[src/rtl/flash_pe_pkg.sv]
`timescale 1ns/1ps
package flash_pe_pkg;
    typedef enum logic [1:0] {
        ST_IDLE  = 2'd0,
        ST_ARMED = 2'd1,
        ST_HELD  = 2'd2,
        ST_PULSE = 2'd3
    } pe_state_t;

    localparam int unsigned CB_ERASE = 0;
    localparam int unsigned CB_LATCH = 1;
    localparam int unsigned CB_HV    = 2;
    localparam int unsigned SB_VALID = 0;
endpackage

[src/rtl/flash_pe_decode.sv]
`timescale 1ns/1ps
module flash_pe_decode #(
    parameter int unsigned AW         = 8,
    parameter int unsigned CTL_ADDR   = 'h10,
    parameter int unsigned STAT_ADDR  = 'h11,
    parameter int unsigned FLASH_BASE = 'h80,
    parameter int unsigned FLASH_SIZE = 64
) (
    input  logic [AW-1:0] addr,
    output logic          ctl_hit,
    output logic          stat_hit,
    output logic          win_hit
);
    localparam logic [AW:0] WIN_LO = (AW+1)'(FLASH_BASE);
    localparam logic [AW:0] WIN_HI = (AW+1)'(FLASH_BASE + FLASH_SIZE);

    logic [AW:0] addr_x;

    always_comb begin
        addr_x   = {1'b0, addr};
        ctl_hit  = (addr == AW'(CTL_ADDR));
        stat_hit = (addr == AW'(STAT_ADDR));
        win_hit  = (addr_x >= WIN_LO) && (addr_x < WIN_HI);
    end
endmodule

[src/rtl/flash_pe_latch.sv]
`timescale 1ns/1ps
module flash_pe_latch #(
    parameter int unsigned AW = 8,
    parameter int unsigned DW = 8
) (
    input  logic          clk,
    input  logic          rst,
    input  logic          cap_en,
    input  logic [AW-1:0] addr_in,
    input  logic [DW-1:0] data_in,
    output logic [AW-1:0] addr_q,
    output logic [DW-1:0] data_q
);
    always_ff @(posedge clk) begin
        if (rst) begin
            addr_q <= '0;
            data_q <= '0;
        end else if (cap_en) begin
            addr_q <= addr_in;
            data_q <= data_in;
        end
    end
endmodule

[src/rtl/flash_pe_fsm.sv]
`timescale 1ns/1ps
module flash_pe_fsm
    import flash_pe_pkg::*;
(
    input  logic clk,
    input  logic rst,
    input  logic ctl_wr,
    input  logic arr_wr,
    input  logic w_erase,
    input  logic w_latch,
    input  logic w_hv,
    output logic erase,
    output logic lat_on,
    output logic hv_on,
    output logic cap_valid,
    output logic cap_en
);
    pe_state_t st_q, st_n;
    logic      erase_q, erase_n;

    // State register
    always_ff @(posedge clk) begin
        if (rst) begin
            st_q    <= ST_IDLE;
            erase_q <= 1'b0;
        end else begin
            st_q    <= st_n;
            erase_q <= erase_n;
        end
    end

    // Transitions
    always_comb begin
        st_n    = st_q;
        erase_n = erase_q;
        unique case (st_q)
            ST_IDLE: begin
                if (ctl_wr) begin
                    erase_n = w_erase;
                    if (w_latch) st_n = ST_ARMED;
                end
            end
            ST_ARMED: begin
                if (ctl_wr) begin
                    erase_n = w_erase;
                    if (!w_latch) st_n = ST_IDLE;
                end else if (arr_wr) begin
                    st_n = ST_HELD;
                end
            end
            ST_HELD: begin
                if (ctl_wr) begin
                    erase_n = w_erase;
                    if (!w_latch)  st_n = ST_IDLE;
                    else if (w_hv) st_n = ST_PULSE;
                end
            end
            ST_PULSE: begin
                if (ctl_wr && !w_hv) st_n = ST_HELD;
            end
            default: st_n = ST_IDLE;
        endcase
    end

    // Outputs
    always_comb begin
        erase     = erase_q;
        lat_on    = (st_q != ST_IDLE);
        hv_on     = (st_q == ST_PULSE);
        cap_valid = (st_q == ST_HELD) || (st_q == ST_PULSE);
        cap_en    = (st_q == ST_ARMED) && arr_wr && !ctl_wr;
    end
endmodule

[src/rtl/flash_pe_ctl.sv]
`timescale 1ns/1ps
module flash_pe_ctl
    import flash_pe_pkg::*;
#(
    parameter int unsigned AW         = 8,
    parameter int unsigned DW         = 8,
    parameter int unsigned CTL_ADDR   = 'h10,
    parameter int unsigned STAT_ADDR  = 'h11,
    parameter int unsigned FLASH_BASE = 'h80,
    parameter int unsigned FLASH_SIZE = 64
) (
    input  logic          clk,
    input  logic          rst,
    input  logic          bus_wr,
    input  logic [AW-1:0] bus_addr,
    input  logic [DW-1:0] bus_wdata,
    output logic [DW-1:0] bus_rdata,
    output logic [AW-1:0] pe_addr,
    output logic [DW-1:0] pe_data,
    output logic          pe_erase,
    output logic          pe_hv_on
);
    logic ctl_hit, stat_hit, win_hit;
    logic lat_on, cap_valid, cap_en;
    logic ctl_wr, arr_wr;

    flash_pe_decode #(
        .AW(AW), .CTL_ADDR(CTL_ADDR), .STAT_ADDR(STAT_ADDR),
        .FLASH_BASE(FLASH_BASE), .FLASH_SIZE(FLASH_SIZE)
    ) u_dec (
        .addr(bus_addr), .ctl_hit(ctl_hit), .stat_hit(stat_hit), .win_hit(win_hit)
    );

    assign ctl_wr = bus_wr && ctl_hit;
    assign arr_wr = bus_wr && win_hit;

    flash_pe_fsm u_fsm (
        .clk(clk), .rst(rst), .ctl_wr(ctl_wr), .arr_wr(arr_wr),
        .w_erase(bus_wdata[CB_ERASE]), .w_latch(bus_wdata[CB_LATCH]),
        .w_hv(bus_wdata[CB_HV]),
        .erase(pe_erase), .lat_on(lat_on), .hv_on(pe_hv_on),
        .cap_valid(cap_valid), .cap_en(cap_en)
    );

    flash_pe_latch #(.AW(AW), .DW(DW)) u_lat (
        .clk(clk), .rst(rst), .cap_en(cap_en),
        .addr_in(bus_addr), .data_in(bus_wdata),
        .addr_q(pe_addr), .data_q(pe_data)
    );

    always_comb begin
        bus_rdata = '0;
        if (ctl_hit) begin
            bus_rdata[CB_ERASE] = pe_erase;
            bus_rdata[CB_LATCH] = lat_on;
            bus_rdata[CB_HV]    = pe_hv_on;
        end else if (stat_hit) begin
            bus_rdata[SB_VALID] = cap_valid;
        end
    end
endmodule

[config.mk]
export PLATFORM = sky130hd
export DESIGN_NAME = flash_pe_ctl
export DESIGN_NICKNAME = d
export VERILOG_FILES = /design/src/rtl/flash_pe_pkg.sv /design/src/rtl/flash_pe_decode.sv /design/src/rtl/flash_pe_latch.sv /design/src/rtl/flash_pe_fsm.sv /design/src/rtl/flash_pe_ctl.sv
export SDC_FILE = /design/constraint.sdc
export NUM_CORES = 1
export LEC_CHECK = 0
export CORE_ASPECT_RATIO = 1.75
export CORE_MARGIN = 2
export CORE_UTILIZATION = 39
export DETAILED_ROUTE_END_ITERATION = 10
export PLACE_DENSITY = 0.79
export SYNTH_ARGS = -nofsm -noshare
export SYNTH_HDL_FRONTEND = slang
export SYNTH_HIERARCHICAL = 1
export SYNTH_SLANG_ARGS = --single-unit
[constraint.sdc]
create_clock -name clk -period 3.81 [get_ports clk]
set_clock_uncertainty 0.1 [all_clocks]
set_input_delay 0.381 -clock clk [delete_from_list [all_inputs] [get_ports clk]]
set_output_delay 0.381 -clock clk [all_outputs]
set_load 0.005 [all_outputs]
==> results.toml, run 1 <==
[pwr]
p_per_area_mw_per_mm2 = 256.6
vdd_drop_max_uv = 197.0
leakage_nw = 0.4517
power_w = 0.0003284

[timing]
fin_crit_sh_pct = 67.51
fmax_mhz = 388.8
rsz0062_at_grt = "false"
worst_pin_slew_ps = 700.3
drv_slew = 0
finalHoldViolations = 0
slew_headroom_pct = 53.17
finalCriticalPeriod_ps = 2572
final.setup.tns_ps = 0
finalSetupViolations = 0
fin_ws_ps = 1238

[drt]
via_count = 733
wirelength_mm = 1.912
ant_nets = 0
vias_per_cell = 4.791
wire_per_inst_um = 12.50
drc = 0
first_iter_violations = 11
firstDrtPassIters = 2

[global_routing]
grt_max_degree = 20
grt_overflow_total = 0
gr-usage-all-layers_pct = 16.13
grt_pass1_vias = 740
grt_first_pass_wirelength_mm = 3.084
antenna_found_initial = 0

[placed_design]
io_buffers = 39
dp_cells = 149
preCtsSetupSlack_ps = 936.6
hpwlAfterDp_mm = 1.461
gp_congestion = 0.6666

[die]
fp-row-count = 22
start_util_pct = 41.79
die_area_mm2 = 0.002683
die-width_um = 40.03
io_pins = 45
dieHeight_um = 67.05
core-area_mm2 = 0.002120

[critical_path]
crit_buf_inv = 2
crit_required_ps = 3330
crit_top_cell = "clkdlybuf4s50_1"
start_kind = "primary input"
slowest_delay_ps = 510
crit_arrival_ps = 2090
cp_cell_sequence = "clkdlybuf4s50_1 > nor4b_1 > and4b_1 > nand2_1 > o21ai_1 > clkdlybuf4s50_1"
worstPathMaxFanout = 3
crit_slowest_cell = "clkdlybuf4s50_1"
path_delay_family = "buffers and inverters"
crit_path_end_kind = "output pin"
crit_type = "primary input to output pin"

[clocking]
clock_path_buffers = 2
cts-resized-gates = 0
clk_latency_ps = 290
htree_levels = 1
cts_tree = "built"
clkTransAtPathRegs_ps = 110
cts-buffers-inserted = 3
cts.hold.buffers_added = 0
post_cts_buffers = 0
cts_root_buf = "clkbuf_4"
clock-sinks = 19

[hold_path]
hp-class = "flip-flop to flip-flop"

[synth]
avgSynthCellArea_um2 = 9.735
synth_flop_cell = "dfxtp_1"
ys_warn_count = 6
ys_seq_elements = 19
synthDistinctLibCells = 28
ys_seq_area_share_pct = 42.94
synthArstFlopShare_pct = 0
netlist_area_um2 = 885.9
syn-instance-count = 91
synth_edf_count = 0

[finish]
fill_cells = 197
final_common_cell = "clkdlybuf4s50_1"
drive_gt1_share_pct = 8.527
final_cells = 153
n_antenna_cell = 0
fin_nets = 149
area_growth_pct = 44.49
final_util_pct = 60.39
layout_common_cells = "clkdlybuf4s50_1, dfxtp_1, nor2_1, mux2i_1"

[outcome]
status = "finished, final reports clean"

[run]
drv_cap = 0
[cell type report]
cell class | instances | area, um2 | area share (%)
flip-flops and latches | 19 | 380.4 | 29.72
well taps | 24 | 30.03 | 2.346
multi-input cells | 66 | 444.2 | 34.70
clock inverters | 1 | 5.005 | 0.3910
clock buffers | 3 | 22.52 | 1.760
repair buffers | 40 | 397.9 | 31.09
[cells in the mapped netlist, types with 2 or more instances]
library cell  instances  area share (%)
dfxtp_1              19              43
nor2_1               18             7.6
mux2i_1              17              19
and2_1                5             3.5
buf_4                 5             4.2
nand2_1               3             1.3
a21oi_1               2             1.1
and4b_1               2             2.3
[cells by family (layout without fill, tap and decap cells)]
family	after synthesis	count (layout)	share of synthesized area [%]
buffers and inverters	10	44	9.180
DFF	19	19	42.94
AOI/OAI and AO/OA	6	6	4.519
muxes	17	17	19.21
and+or+nand+nor	38	38	23.73
other	1	5	0.4233
[state kept, by name, summed over array words and instances (netlist names)]
signal        flops
u_lat/addr_q      8
u_lat/data_q      8
u_fsm/erase       1
u_fsm/st_q        2
[metrics by stage]
step                cell area, um2  hold WS, ps
floorplan                    900.9        350.1
finish                        1280        412.8
global placement              1252        373.2
CTS                           1280        413.7
detailed placement            1252        387.2
global route                  1280        443.3
[path summary, 6_finish.rpt]
| check | from | to | slack (ps) | cells past startpoint |
|---|---|---|---|---|
| setup / recovery | bus_addr[1] | bus_rdata[0] | 1240 | 6 |
| hold / removal | u_lat/data_q[2] | u_lat/data_q[2] | 410 | 2 |
| setup reg to reg | u_fsm/st_q[1] | u_lat/addr_q[5] | 2100 | 4 |
| hold reg to reg | u_lat/data_q[2] | u_lat/data_q[2] | 410 | 2 |
[power by group]
group | internal (W) | switching, W
registers | 0.000199 | 0.0000000373
clock network | 0.0000390 | 0.0000609
logic | 0.0000188 | 0.0000112
[per-layer routing]
metal	GRT usage (%)	share of wire (%)
met5	0	0
met4	6.466	0.63
met3	3.667	8.9
met2	26.41	48
met1	19.17	42
[worst register-to-register path: stages, from the launching register on]
cell and delay [ps]:
dfxtp_1 420, nor3b_2 470, buf_4 320, mux2i_1 220, nor2_1 60
(Power assumes the default switching activity.)
==> run 2, diff against run 1 <==
==> constraint.sdc (replaced) <==
create_clock -name clk -period 2.37 [get_ports clk]
set_clock_uncertainty 0.1 [all_clocks]
set_input_delay 0.237 -clock clk [delete_from_list [all_inputs] [get_ports clk]]
set_output_delay 0.237 -clock clk [all_outputs]
set_load 0.005 [all_outputs]
==> run 2 against run 1 <==
The flow now finishes with violations (setup timing). Via count up 5.7%. Die area unchanged. Hold slack worse by 240 ps. Sequential cell count unchanged. Combinational power up 63%. Utilization up 2.2 points. Worst setup slack worse by 1300 ps. Final cell count up 2.0%. Final area up 3.6%. Critical path type unchanged.
==> results.toml, run 2 (synthesized netlist as in run 1, its figures left out) <==
[outcome]
violations = "setup timing"
status = "complete, but fails checks"

[global_routing]
grt_max_degree = 20
antenna_found_initial = 0
grt_first_pass_wirelength_mm = 2.953
gr-usage-all-layers_pct = 16.06
grt_overflow_total = 0
grt_pass1_vias = 702

[pwr]
pwr-share-seq_pct = 60.2
intPower_w = 0.0004120
p_per_area_mw_per_mm2 = 399.9
clock_power_share_pct = 30.6
switching_share_pct = 22.32
power_w = 0.0005304
vdd_drop_max_uv = 303.2
pwr-share-comb_pct = 9.2
switching_power_w = 0.0001184
leakage_nw = 0.4894

[critical_path]
crit_type = "primary input to output pin"
path_delay_family = "buffers and inverters"
crit_top_cell = "clkdlybuf4s50_1"
cp_cell_sequence = "clkdlybuf4s50_1 > nor4b_1 > and4b_1 > nand2_1 > o21ai_1 > clkdlybuf4s50_1"
crit_path_end_kind = "output pin"
worstPathMaxFanout = 3
crit_slowest_cell = "clkdlybuf4s50_1"
crit_buf_inv = 2
slowest_delay_ps = 520
crit_required_ps = 2030
crit_arrival_ps = 2060
start_kind = "primary input"

[timing]
fin_crit_sh_pct = 101.3
fin_ws_ps = -31.03
drv_slew = 0
worst_pin_slew_ps = 691.9
fmax_mhz = 416.5
finalCriticalPeriod_ps = 2401
slew_headroom_pct = 53.73
finalHoldViolations = 0
finalSetupViolations = 1

[die]
die-width_um = 40.03
fp-row-count = 22
core-area_mm2 = 0.002120
dieHeight_um = 67.05
die_area_mm2 = 0.002683
start_util_pct = 41.79
io_pins = 45

[placed_design]
preCtsSetupSlack_ps = 3.120
gp_congestion = 0.6699
hpwlAfterDp_mm = 1.480
io_buffers = 39

[finish]
fill_cells = 182
fin_nets = 152
drive_gt1_share_pct = 11.36
n_antenna_cell = 0
reg_top3 = "u_lat/addr_q x8, u_lat/data_q x8, u_fsm/st_q x2"
final_common_cell = "clkdlybuf4s50_1"
layout_common_cells = "clkdlybuf4s50_1, dfxtp_1, nor2_1, mux2i_1"
area_growth_pct = 49.72

[clocking]
clk_latency_ps = 300
clock-sinks = 19
cts_tree = "built"
post_cts_buffers = 0
clock_path_buffers = 2
htree_levels = 1
clkTransAtPathRegs_ps = 100
cts_root_buf = "clkbuf_4"
cts-buffers-inserted = 3

[drt]
ant_nets = 0
vias_per_cell = 4.968
drc = 0
wire_per_inst_um = 12.49
via_count = 775
first_iter_violations = 8
firstDrtPassIters = 2
wirelength_mm = 1.949

[run]
drv_cap = 0

[hold_path]
hp-class = "primary input to flip-flop"
[run 2: cell types whose count changed in the layout (fill, tap and decap cells not counted)]
cell / delta
buf_4: +2
clkdlybuf4s50_1: -2
dlymetal6s2s_1: +2
buf_12: +1
nor4_1: -1
nor4_2: +1
[run 2: cell type report]
class                      count  area, um2  share of cell area [%]
multi-input combinational     66      450.4                   33.96
sequential                    19      380.4                   28.68
tap                           24      30.03                   2.264
timing repair buffer          43      437.9                   33.02
clock inverter                 1      5.005                  0.3774
clock buffer                   3      22.52                   1.698
[run 2: power groups by stage]
stage | logic, W | registers [W] | clock network, W
3_3_place_gp | 0.0000476 | 0.000327 | 0
3_5_place_dp | 0.0000482 | 0.000327 | 0
2_1_floorplan | 0.0000173 | 0.000327 | 0
4_1_cts | 0.0000484 | 0.000319 | 0.000167
5_1_grt | 0.0000537 | 0.000319 | 0.000180
6_report | 0.0000490 | 0.000319 | 0.000162
[run 2: per-stage QoR]
stage | instance area [um2] | TNS (ps) | std cells | util, % | hold WS, ps
after global routing | 1326 | -85.90 | 156 | 62.57 | 159.3
after CTS | 1315 | 0 | 156 | 62.04 | 415.7
after floorplan | 900.9 | 0 | 95 | - | 206.1
after detailed placement | 1287 | 0 | 152 | 60.74 | 385.4
final | 1326 | -31.03 | 156 | 62.57 | 169.2
after global placement | 1287 | 0 | 152 | 60.74 | 374.3
[run 2: path summary, 6_finish.rpt]
path | cells past startpoint | from | slack [ps] | to
worst max-delay path | 6 | bus_addr[1] | -30 | bus_rdata[0]
worst min-delay path | 3 | bus_addr[0] | 170 | u_lat/addr_q[0]
worst max register to register | 4 | u_fsm/st_q[1] | 940 | u_lat/data_q[3]
worst min register to register | 2 | u_lat/addr_q[7] | 410 | u_lat/addr_q[7]
[run 2: per-layer routing]
metal	GRT usage, %	vias up	share of wire, %
li1	-	381	-
met1	18.13	353	38
met2	26.21	37	52
met3	3.333	4	8.5
met4	9.052	0	1.5
met5	0	-	0
[run 2: what timing repair did]
action / CTS / global route
hold buffers: 0 / 0
setup endpoints to repair: 0 / 2
gates resized for setup: 0 / 3
[run 2: tightest hold or removal path, cell delays in order]
cell	delay [ps]
dlymetal6s2s_1	130
mux2i_1	90
nor2_1	70
==> run 3, diff against run 2 <==
--- a/config.mk
+++ b/config.mk
@@ -5,6 +5,7 @@
 export SDC_FILE = /design/constraint.sdc
 export NUM_CORES = 1
 export LEC_CHECK = 0
+export ABC_CLOCK_PERIOD_IN_PS = 2370
 export CORE_ASPECT_RATIO = 1.75
 export CORE_MARGIN = 2
 export CORE_UTILIZATION = 39
==> results of run 3 <==
The final DEF is identical to that of run 2; final timing and power are the same.
